===== src/rtl/rtc_alarm_pkg.sv =====
package rtc_alarm_pkg;

    localparam int BYTE_W  = 8;
    localparam int ALARM_N = 3;

    typedef enum logic [1:0] {
        SEL_SEC_ALM  = 2'd0,
        SEL_MIN_ALM  = 2'd1,
        SEL_HOUR_ALM = 2'd2,
        SEL_STATUS   = 2'd3
    } reg_sel_e;

    typedef struct packed {
        logic pf;
        logic af;
        logic uf;
    } irq_flags_t;

    // Wildcard when both upper bits are set; otherwise an exact byte compare.
    function automatic logic alarm_field_hit(input logic [BYTE_W-1:0] alm,
                                             input logic [BYTE_W-1:0] cur);
        return (alm[BYTE_W-1:BYTE_W-2] == 2'b11) || (alm == cur);
    endfunction

    function automatic logic [BYTE_W-1:0] pack_status(input irq_flags_t f,
                                                      input logic irqf);
        return {irqf, f.pf, f.af, f.uf, 4'b0000};
    endfunction

endpackage


===== src/rtl/rtc_alm_match.sv =====
module rtc_alm_match
    import rtc_alarm_pkg::*;
#(
    parameter int FIELDS = ALARM_N,
    parameter int W      = BYTE_W
) (
    input  logic                         clk,
    input  logic                         rst,
    input  logic                         wr_en,
    input  logic [$clog2(FIELDS)-1:0]    wr_idx,
    input  logic [W-1:0]                 wr_data,
    input  logic [FIELDS-1:0][W-1:0]     cur_time,
    output logic [FIELDS-1:0][W-1:0]     alm_regs,
    output logic                         all_hit
);
    localparam int IDX_W = $clog2(FIELDS);

    logic [FIELDS-1:0] hit;

    for (genvar g = 0; g < FIELDS; g++) begin : g_field
        logic [W-1:0] alm_q;

        always_ff @(posedge clk) begin
            if (rst) begin
                alm_q <= '0;
            end else if (wr_en && (wr_idx == IDX_W'(g))) begin
                alm_q <= wr_data;
            end
        end

        assign alm_regs[g] = alm_q;
        assign hit[g]      = alarm_field_hit(alm_q, cur_time[g]);
    end

    assign all_hit = &hit;

endmodule


===== src/rtl/rtc_alm_rate.sv =====
module rtc_alm_rate #(
    parameter int RATE_W = 4,
    parameter int DIV_W  = 15
) (
    input  logic              clk,
    input  logic              rst,
    input  logic              tick_en,
    input  logic [RATE_W-1:0] rate_code,
    output logic              pf_evt
);
    logic [DIV_W-1:0] cnt_q;
    logic [DIV_W-1:0] cnt_nxt;
    logic [DIV_W-1:0] mask;

    assign cnt_nxt = cnt_q + DIV_W'(1);

    // Bit i belongs to the period mask when i < code-1.
    for (genvar i = 0; i < DIV_W; i++) begin : g_mask
        assign mask[i] = (32'(rate_code) > (i + 1));
    end

    always_ff @(posedge clk) begin
        if (rst) begin
            cnt_q <= '0;
        end else if (tick_en) begin
            cnt_q <= cnt_nxt;
        end
    end

    assign pf_evt = tick_en && (rate_code != '0) && ((cnt_nxt & mask) == '0);

endmodule


===== src/rtl/rtc_alm_flags.sv =====
module rtc_alm_flags
    import rtc_alarm_pkg::*;
(
    input  logic       clk,
    input  logic       rst,
    input  irq_flags_t set_evt,
    input  logic       rd_clr,
    input  irq_flags_t en,
    output irq_flags_t flags_q,
    output logic       irqf
);
    irq_flags_t kept;

    always_comb begin
        kept = rd_clr ? '0 : flags_q;
    end

    // A set arriving with the clearing read survives it.
    always_ff @(posedge clk) begin
        if (rst) begin
            flags_q <= '0;
        end else begin
            flags_q <= kept | set_evt;
        end
    end

    assign irqf = |(flags_q & en);

endmodule


===== src/rtl/rtc_alarm_irq.sv =====
module rtc_alarm_irq
    import rtc_alarm_pkg::*;
#(
    parameter int RATE_W = 4,
    parameter int DIV_W  = 15
) (
    input  logic              clk,
    input  logic              rst,
    input  logic              tick_en,
    input  logic              upd_done,
    input  logic [7:0]        cur_sec,
    input  logic [7:0]        cur_min,
    input  logic [7:0]        cur_hour,
    input  logic              wr_en,
    input  logic [1:0]        wr_sel,
    input  logic [7:0]        wr_data,
    input  logic              rd_en,
    input  logic [1:0]        rd_sel,
    output logic [7:0]        rd_data,
    input  logic [RATE_W-1:0] rate_code,
    input  logic              alm_ie,
    input  logic              upd_ie,
    input  logic              per_ie,
    output logic              irq
);
    logic [ALARM_N-1:0][BYTE_W-1:0] alm_regs;
    logic                           alarm_hit;
    logic                           pf_evt;
    logic                           rd_clr;
    logic                           alm_wr;
    irq_flags_t                     set_evt;
    irq_flags_t                     en;
    irq_flags_t                     flags_q;
    logic                           irqf;

    assign alm_wr = wr_en && (reg_sel_e'(wr_sel) != SEL_STATUS);
    assign rd_clr = rd_en && (reg_sel_e'(rd_sel) == SEL_STATUS);

    rtc_alm_match #(.FIELDS(ALARM_N), .W(BYTE_W)) match_i (
        .clk      (clk),
        .rst      (rst),
        .wr_en    (alm_wr),
        .wr_idx   (wr_sel),
        .wr_data  (wr_data),
        .cur_time ({cur_hour, cur_min, cur_sec}),
        .alm_regs (alm_regs),
        .all_hit  (alarm_hit)
    );

    rtc_alm_rate #(.RATE_W(RATE_W), .DIV_W(DIV_W)) rate_i (
        .clk       (clk),
        .rst       (rst),
        .tick_en   (tick_en),
        .rate_code (rate_code),
        .pf_evt    (pf_evt)
    );

    always_comb begin
        set_evt.pf = pf_evt;
        set_evt.af = upd_done && alarm_hit;
        set_evt.uf = upd_done;
        en.pf      = per_ie;
        en.af      = alm_ie;
        en.uf      = upd_ie;
    end

    rtc_alm_flags flags_i (
        .clk     (clk),
        .rst     (rst),
        .set_evt (set_evt),
        .rd_clr  (rd_clr),
        .en      (en),
        .flags_q (flags_q),
        .irqf    (irqf)
    );

    always_comb begin
        case (reg_sel_e'(rd_sel))
            SEL_SEC_ALM:  rd_data = alm_regs[0];
            SEL_MIN_ALM:  rd_data = alm_regs[1];
            SEL_HOUR_ALM: rd_data = alm_regs[2];
            default:      rd_data = pack_status(flags_q, irqf);
        endcase
    end

    assign irq = irqf;

endmodule


===== config.mk =====
export PLATFORM = sky130hd
export DESIGN_NAME = rtc_alarm_irq
export DESIGN_NICKNAME = d
export VERILOG_FILES = /design/src/rtl/rtc_alarm_pkg.sv /design/src/rtl/rtc_alm_match.sv /design/src/rtl/rtc_alm_rate.sv /design/src/rtl/rtc_alm_flags.sv /design/src/rtl/rtc_alarm_irq.sv
export SDC_FILE = /design/constraint.sdc
export NUM_CORES = 1
export LEC_CHECK = 0
export ABC_CLOCK_PERIOD_IN_PS = 4400
export BUFFER_PORTS_ARGS = -buffer_cell sky130_fd_sc_hd__buf_4
export CORE_ASPECT_RATIO = 0.75
export CORE_MARGIN = 8
export CORE_UTILIZATION = 58
export DETAILED_ROUTE_END_ITERATION = 7
export PLACE_DENSITY = 0.95
export SYNTH_ARGS = -nofsm -noshare
export SYNTH_HDL_FRONTEND = slang
export SYNTH_HIERARCHICAL = 1
export SYNTH_SLANG_ARGS = --single-unit
export TNS_END_PERCENT = 5

===== constraint.sdc =====
create_clock -name clk -period 4.4 [get_ports clk]
set_input_delay 0.22 -clock clk [delete_from_list [all_inputs] [get_ports clk]]
set_output_delay 0.22 -clock clk [all_outputs]
set_load 0.01 [all_outputs]

==> results.json, run 1 <==
{
  "status": "finished clean",
  "synthArstFlopShare_pct": 0,
  "postCtsHoldBufs": 0,
  "place_inst": 378,
  "drt.antenna.violating_nets": 0,
  "initial_core_util_pct": 59.0,
  "r2r_start": "rate_i/cnt_q[0]$_SDFFE_PP0P_",
  "max_slew_margin_pct": 56.7,
  "layout_setup_ws_ns": 2.29,
  "synth_ff_type": "dfxtp_1",
  "period_share_pct": 47.9,
  "max_freq_mhz": 474,
  "cts_setup_buffers": 0,
  "nNetsFinal": 378,
  "hpwl_mm": 5.19,
  "num_rows": 21,
  "clock_sinks": 41,
  "crit_family": "simple AND/OR/NAND/NOR gates",
  "cts_tree": "done",
  "setup.worst_path.end_class": "register",
  "fin_util_pct": 69.8,
  "cts_buffers": 5,
  "synth.most_common_cell": "nor2_1",
  "gp_congestion": 0.896,
  "synth_top_area_share_pct": 31.9,
  "synth.avg_cell_area_um2": 9.13,
  "path_clk_slew_ns": 0.08,
  "grt_pass1_wl_mm": 10.6,
  "io_pins": 58,
  "ys_ff_latch": 41,
  "fill_cells": 325,
  "dr.first_iter.drc_count": 205,
  "vias_per_cell": 5.90,
  "io_buffer_count": 57,
  "grt-ovfl-total": 0,
  "ir_drop_uv": 228,
  "fin_setup_tns_ns": 0,
  "power.total_uw": 833,
  "fin_cells": 386,
  "cp-startpoint": "rate_i/cnt_q[0]$_SDFFE_PP0P_",
  "ctsResizeCount": 0,
  "synth.largest_area_cell": "dfxtp_1",
  "syn_nets": 332,
  "grt_pass1_vias": 2121,
  "setup_viol": 0,
  "yosysSeqAreaShare_pct": 31.9,
  "worst-path-buf-inv": 1,
  "rsz0062_at_grt": "no",
  "hold_viol": 0,
  "worstPathRequired_ns": 4.63,
  "remaining_drc_errors": 0,
  "fp.dieH_um": 73.7,
  "wirelength_mm": 6.78,
  "critical_path_class": "register to register",
  "antenna_found_initial": 0,
  "diodes": 0,
  "layout-area-overhead-vs-synth_pct": 18.3,
  "fin_skew_ns": 0.00881,
  "htreeDepth": 2,
  "die-area_mm2": 0.00685,
  "core-area_mm2": 0.00436,
  "synth_common_cells": "44 x nor2_1, 41 x dfxtp_1, 32 x xor2_1",
  "arrival_ns": 2.34,
  "globalRouteTotalUtil_pct": 19.6,
  "dr.pass1.iters": 5,
  "dr_total_vias": 2277,
  "post_route_cells_drive_above_1_share_pct": 24.6,
  "place_ws_ns": 2.33,
  "worstPathCellList": "ha_1 > nand3_1 > nor2_1 > or2_2 > a31oi_1 > nor4_2 > inv_1 > a21oi_1",
  "critical_path.max_stage_delay_ns": 0.52,
  "worst_skew_pair.late_latency_ns": 0.29,
  "post_drt_wl_per_cell_um": 17.6,
  "cp_slowest_cell": "dfxtp_1",
  "cap_violations": 0,
  "tightest_slew_ns": 0.648,
  "synth.top_cells.by_area": "dfxtp_1 32%, mux2i_1 12%, xor2_1 11%, nor2_1 6.4%, mux4_2 3.5%",
  "synth-edff-count": 0,
  "multi_input_area_mm2": 0.00157,
  "crit_path_start_kind": "register",
  "clockBufferDepth": 2,
  "slew_viol_final": 0,
  "regArea_um2": 821,
  "synth_area_mm2": 0.00257,
  "power.leakage_nw": 1.34,
  "grt_max_degree": 42,
  "clock-root-buffer": "clkbuf_8",
  "synth_cell_types": 53,
  "syn_inst": 282,
  "die-width_um": 92.9,
  "pwr_density_cell_mw_per_mm2": 274,
  "hp-class": "input port to register",
  "worstPathMaxFanout": 10,
  "min-delay-start": "wr_data[0]",
  "post-route-min-period_ns": 2.11,
  "ys.warnings.count": 6
}
[layout make-up]
type,instances,share of cell area [%]
clock buffers,6,2.71
clock inverters,2,1.23
inverters,7,0.863
multi-input cells,215,51.6
flip-flops and latches,41,27.0
well taps,57,2.34
repair buffers,58,14.3
[tightest hold or removal path, stage by stage]
cell	delay, ns
buf_4	0.09
mux2i_1	0.06
nor2_1	0.07
[path summary, 6_finish.rpt]
kind	to	slack [ns]	cells past startpoint
min	match_i/g_field[1].alm_q[0]$_SDFFE_PP0P_	0.18	3
min reg2reg	flags_i/flags_q[2]$_SDFF_PP0_	0.51	2
max reg2reg	flags_i/flags_q[2]$_SDFF_PP0_	2.29	8
max	flags_i/flags_q[2]$_SDFF_PP0_	2.29	8
[cells by family (layout without fill, tap and decap cells)]
| kind of cell | Yosys count | in the layout | share of synthesized area (%) |
|---|---|---|---|
| xor gates and xnor gates | 39 | 39 | 13.3 |
| DFF | 41 | 41 | 31.9 |
| and+or+nand+nor | 101 | 101 | 20.7 |
| adders and majority gates | 1 | 1 | 0.486 |
| muxes | 35 | 35 | 15.6 |
| buffers and inverters | 26 | 73 | 7.10 |
| AOI/OAI and AO/OA | 39 | 39 | 11.0 |
[flip-flops by register name, indices dropped and copies added (netlist names)]
| signal | count |
|---|---|
| rate_i/cnt_q | 14 |
| flags_i/flags_q | 3 |
| match_i/g_field.alm_q | 24 |
[through the flow]
stage	hold slack (ns)	cell area [um2]
final	0.177	3040
after detailed placement	0.480	2920
after global placement	0.462	2920
after floorplan	0.289	2570
after CTS	0.170	3040
after global routing	0.163	3040
[placed cells by master, fill, tap and decap left out, types with 2 or more instances in the layout]
master	n
inv_1	7
nand3_1	8
mux2i_1	30
nand2b_1	4
nor3_1	6
a31oi_1	5
nor2_1	44
o21a_1	2
nand4_1	3
a22oi_1	3
mux4_2	4
o21ai_0	5
nand3b_1	3
dfxtp_1	41
buf_4	58
clkbuf_8	6
xor2_1	32
a21oi_1	7
xnor2_1	7
nand2_1	7
nor4_1	9
and3_1	5
o211ai_1	2
o2bb2ai_1	4
[metal layers]
layer  vias up  GRT usage [%]  wire length, um
li1       1094              -                -
met1      1081           25.0             2900
met2        89           31.8             3220
met3        13           4.49              541
met4         0           6.76              113
met5         -              0                0
[power by group]
group / total [mW] / switching [mW] / internal, mW
Clock: 0.318 / 0.134 / 0.185
Combinational: 0.120 / 0.0564 / 0.0641
Sequential: 0.394 / 0.0136 / 0.381
No activity file was read; power rests on OpenSTA's default activity.
==> run 2: changes to the inputs <==
Settings changed: ABC_AREA set to 1, ABC_CLOCK_PERIOD_IN_PS 4400 to 2100, CORE_UTILIZATION 58 to 55, PLACE_DENSITY 0.95 to 0.92.
Clock period 4.4 ns to 2.1 ns, I/O delays scaled along.
==> run 2 against run 1 <==
Compared with the run above:
- critical path depth rose by 3
- worst setup slack got worse by 1.9 ns
- via count rose by 30%
- critical path type unchanged
- final cell count rose by 41%
- synthesized cell count rose by 52%
- clock skew fell by 0.0030 ns
- final area rose by 6.4%
- count of clock-buffer cells in the layout fell by 1
- utilization fell by 2.2 points
- combinational power rose to 2.9 times the previous value
- synthesized area rose by 4.5%
==> results.json, run 2 <==
{
  "synth.top_cells.by_area": "dfxtp_1 31%, nand2_1 20%, inv_1 7.7%, nand3_1 6.0%, a21oi_1 5.8%",
  "io_buffer_count": 57,
  "post-route-min-period_ns": 1.66,
  "setup_viol": 0,
  "synthArstFlopShare_pct": 0,
  "syn_inst": 429,
  "grt_max_degree": 36,
  "synth.avg_cell_area_um2": 6.27,
  "fin_setup_tns_ns": 0,
  "worstRegToRegCells": 11,
  "ys.warnings.count": 6,
  "dr.pass1.iters": 5,
  "nNetsFinal": 534,
  "dr.first_iter.drc_count": 322,
  "antenna_found_initial": 0,
  "synth_top_area_share_pct": 30.5,
  "initial_core_util_pct": 56.2,
  "synth_area_mm2": 0.00269,
  "grt_pass1_wl_mm": 12.5,
  "fin_skew_ns": 0.00580,
  "wirelength_mm": 7.74,
  "multi_input_area_mm2": 0.00159,
  "globalRouteTotalUtil_pct": 19.8,
  "clock-root-buffer": "clkbuf_8",
  "core-area_mm2": 0.00479,
  "regArea_um2": 821,
  "rsz0062_at_grt": "no",
  "synth_common_cells": "146 x nand2_1, 55 x inv_1, 41 x dfxtp_1",
  "min_path_cells": 3,
  "fin_hold_ws_ns": 0.0614,
  "die-area_mm2": 0.00741,
  "fill_cells": 424,
  "post_drt_wl_per_cell_um": 14.2,
  "fp.dieH_um": 76.6,
  "hpwl_mm": 6.13,
  "worstPathRequired_ns": 2.33,
  "crit_path_start_kind": "register",
  "synth.most_common_cell": "nand2_1",
  "synth_ff_type": "dfxtp_1",
  "largest_reg_flops": 24,
  "clock_sinks": 41,
  "cts_setup_buffers": 0,
  "period_share_pct": 79.1,
  "final_cell_mix": "146 x nand2_1, 57 x buf_4, 55 x inv_1",
  "tightest_slew_ns": 0.414,
  "drt.antenna.violating_nets": 0,
  "final_common_cell": "nand2_1",
  "io_pins": 58,
  "yosysSeqAreaShare_pct": 30.5,
  "postCtsHoldBufs": 0,
  "worstPathMaxFanout": 5,
  "dr_total_vias": 2951,
  "critical_path_class": "register to register",
  "max_slew_margin_pct": 72.3,
  "ys_ff_latch": 41,
  "max_freq_mhz": 602,
  "top_register": "match_i/g_field.alm_q",
  "layout_setup_ws_ns": 0.439,
  "arrival_ns": 1.89,
  "hold_viol": 0,
  "layout-area-overhead-vs-synth_pct": 20.4,
  "place_ws_ns": 0.454,
  "htreeDepth": 2,
  "post_route_cells_drive_above_1_share_pct": 18.2,
  "grt_pass1_vias": 2601,
  "cap_violations": 0,
  "hp-class": "input port to register",
  "grt-ovfl-total": 0,
  "die-width_um": 96.8,
  "gp_congestion": 0.914,
  "num_rows": 22,
  "syn_nets": 479,
  "pwr_density_cell_mw_per_mm2": 564,
  "ir_drop_uv": 378,
  "diodes": 0,
  "remaining_drc_errors": 0,
  "path_clk_slew_ns": 0.08,
  "synth.largest_area_cell": "dfxtp_1",
  "power.leakage_nw": 1.52,
  "worst_skew_pair.late_latency_ns": 0.30,
  "ctsResizeCount": 0,
  "cts_buffers": 5,
  "synth_cell_types": 29,
  "clockBufferDepth": 2,
  "status": "finished clean",
  "cts_tree": "done",
  "setup.worst_path.end_class": "register",
  "top_regs": "match_i/g_field.alm_q x24, rate_i/cnt_q x14, flags_i/flags_q x3",
  "synth-edff-count": 0,
  "vias_per_cell": 5.42,
  "slew_viol_final": 0
}
run 2: worst max-delay path: stages (launching register included):
cell and delay (ns):
dfxtp_1 0.43, ha_1 0.25, inv_1 0.09, nor2_2 0.17, nand3_1 0.10, nand2_1 0.08
nand2_2 0.06, a21oi_2 0.11, nand3_1 0.07, nor2_1 0.09, inv_1 0.05, a21oi_1 0.12
run 2: per-layer routing:
metal	track usage, %	up-vias	share of wire [%]
met5	0	-	0
met4	3.68	0	0.62
met3	5.98	10	10
met2	29.7	146	42
met1	27.3	1325	47
li1	-	1470	-
run 2: kinds of logic (layout without fill, tap and decap cells):
kind of cell,count (synthesis),count (layout),share of synthesized area (%)
buffers and inverters,69,124,10.5
adder cells (fa/ha/maj),1,1,0.465
AND/OR/NAND/NOR,239,239,39.3
XOR/XNOR,20,20,6.51
flip-flops,41,41,30.5
AO/OA/AOI/OAI,59,59,12.7
run 2: layout make-up:
class                           count  share of cell area [%]
Multi-Input combinational cell    319                    49.0
Sequential cell                    41                    25.3
Timing Repair Buffer               57                    13.2
Inverter                           60                    6.95
Tap cell                           60                    2.32
Clock buffer                        5                    2.12
Clock inverter                      2                    1.08
run 2: report_power, final:
| part | total (mW) | leakage [nW] | internal, mW | switching (mW) |
|---|---|---|---|---|
| combinational | 0.349 | 1.13 | 0.153 | 0.196 |
| clock | 0.622 | 0.0540 | 0.346 | 0.276 |
| sequential | 0.856 | 0.335 | 0.814 | 0.0424 |
run 2: stage by stage:
| stage | power [mW] | util [%] | std cells | cell area [um2] |
|---|---|---|---|---|
| 2_1_floorplan | 1.07 | - | 429 | 2690 |
| 3_3_place_gp | 1.21 | 65.5 | 537 | 3140 |
| 3_5_place_dp | 1.22 | 65.5 | 537 | 3140 |
| 4_1_cts | 1.83 | 67.6 | 544 | 3240 |
| 5_1_grt | 1.90 | 67.6 | 544 | 3240 |
| 6_report | 1.83 | 67.6 | 544 | 3240 |
run 2: path summary, 6_finish.rpt:
kind | slack [ns] | startpoint | to
max | 0.44 | rate_i/cnt_q[0]$_SDFFE_PP0P_ | flags_i/flags_q[2]$_SDFF_PP0_
min | 0.06 | upd_done | flags_i/flags_q[0]$_SDFF_PP0_
max reg2reg | 0.44 | rate_i/cnt_q[0]$_SDFFE_PP0P_ | flags_i/flags_q[2]$_SDFF_PP0_
min reg2reg | 0.49 | flags_i/flags_q[0]$_SDFF_PP0_ | flags_i/flags_q[0]$_SDFF_PP0_
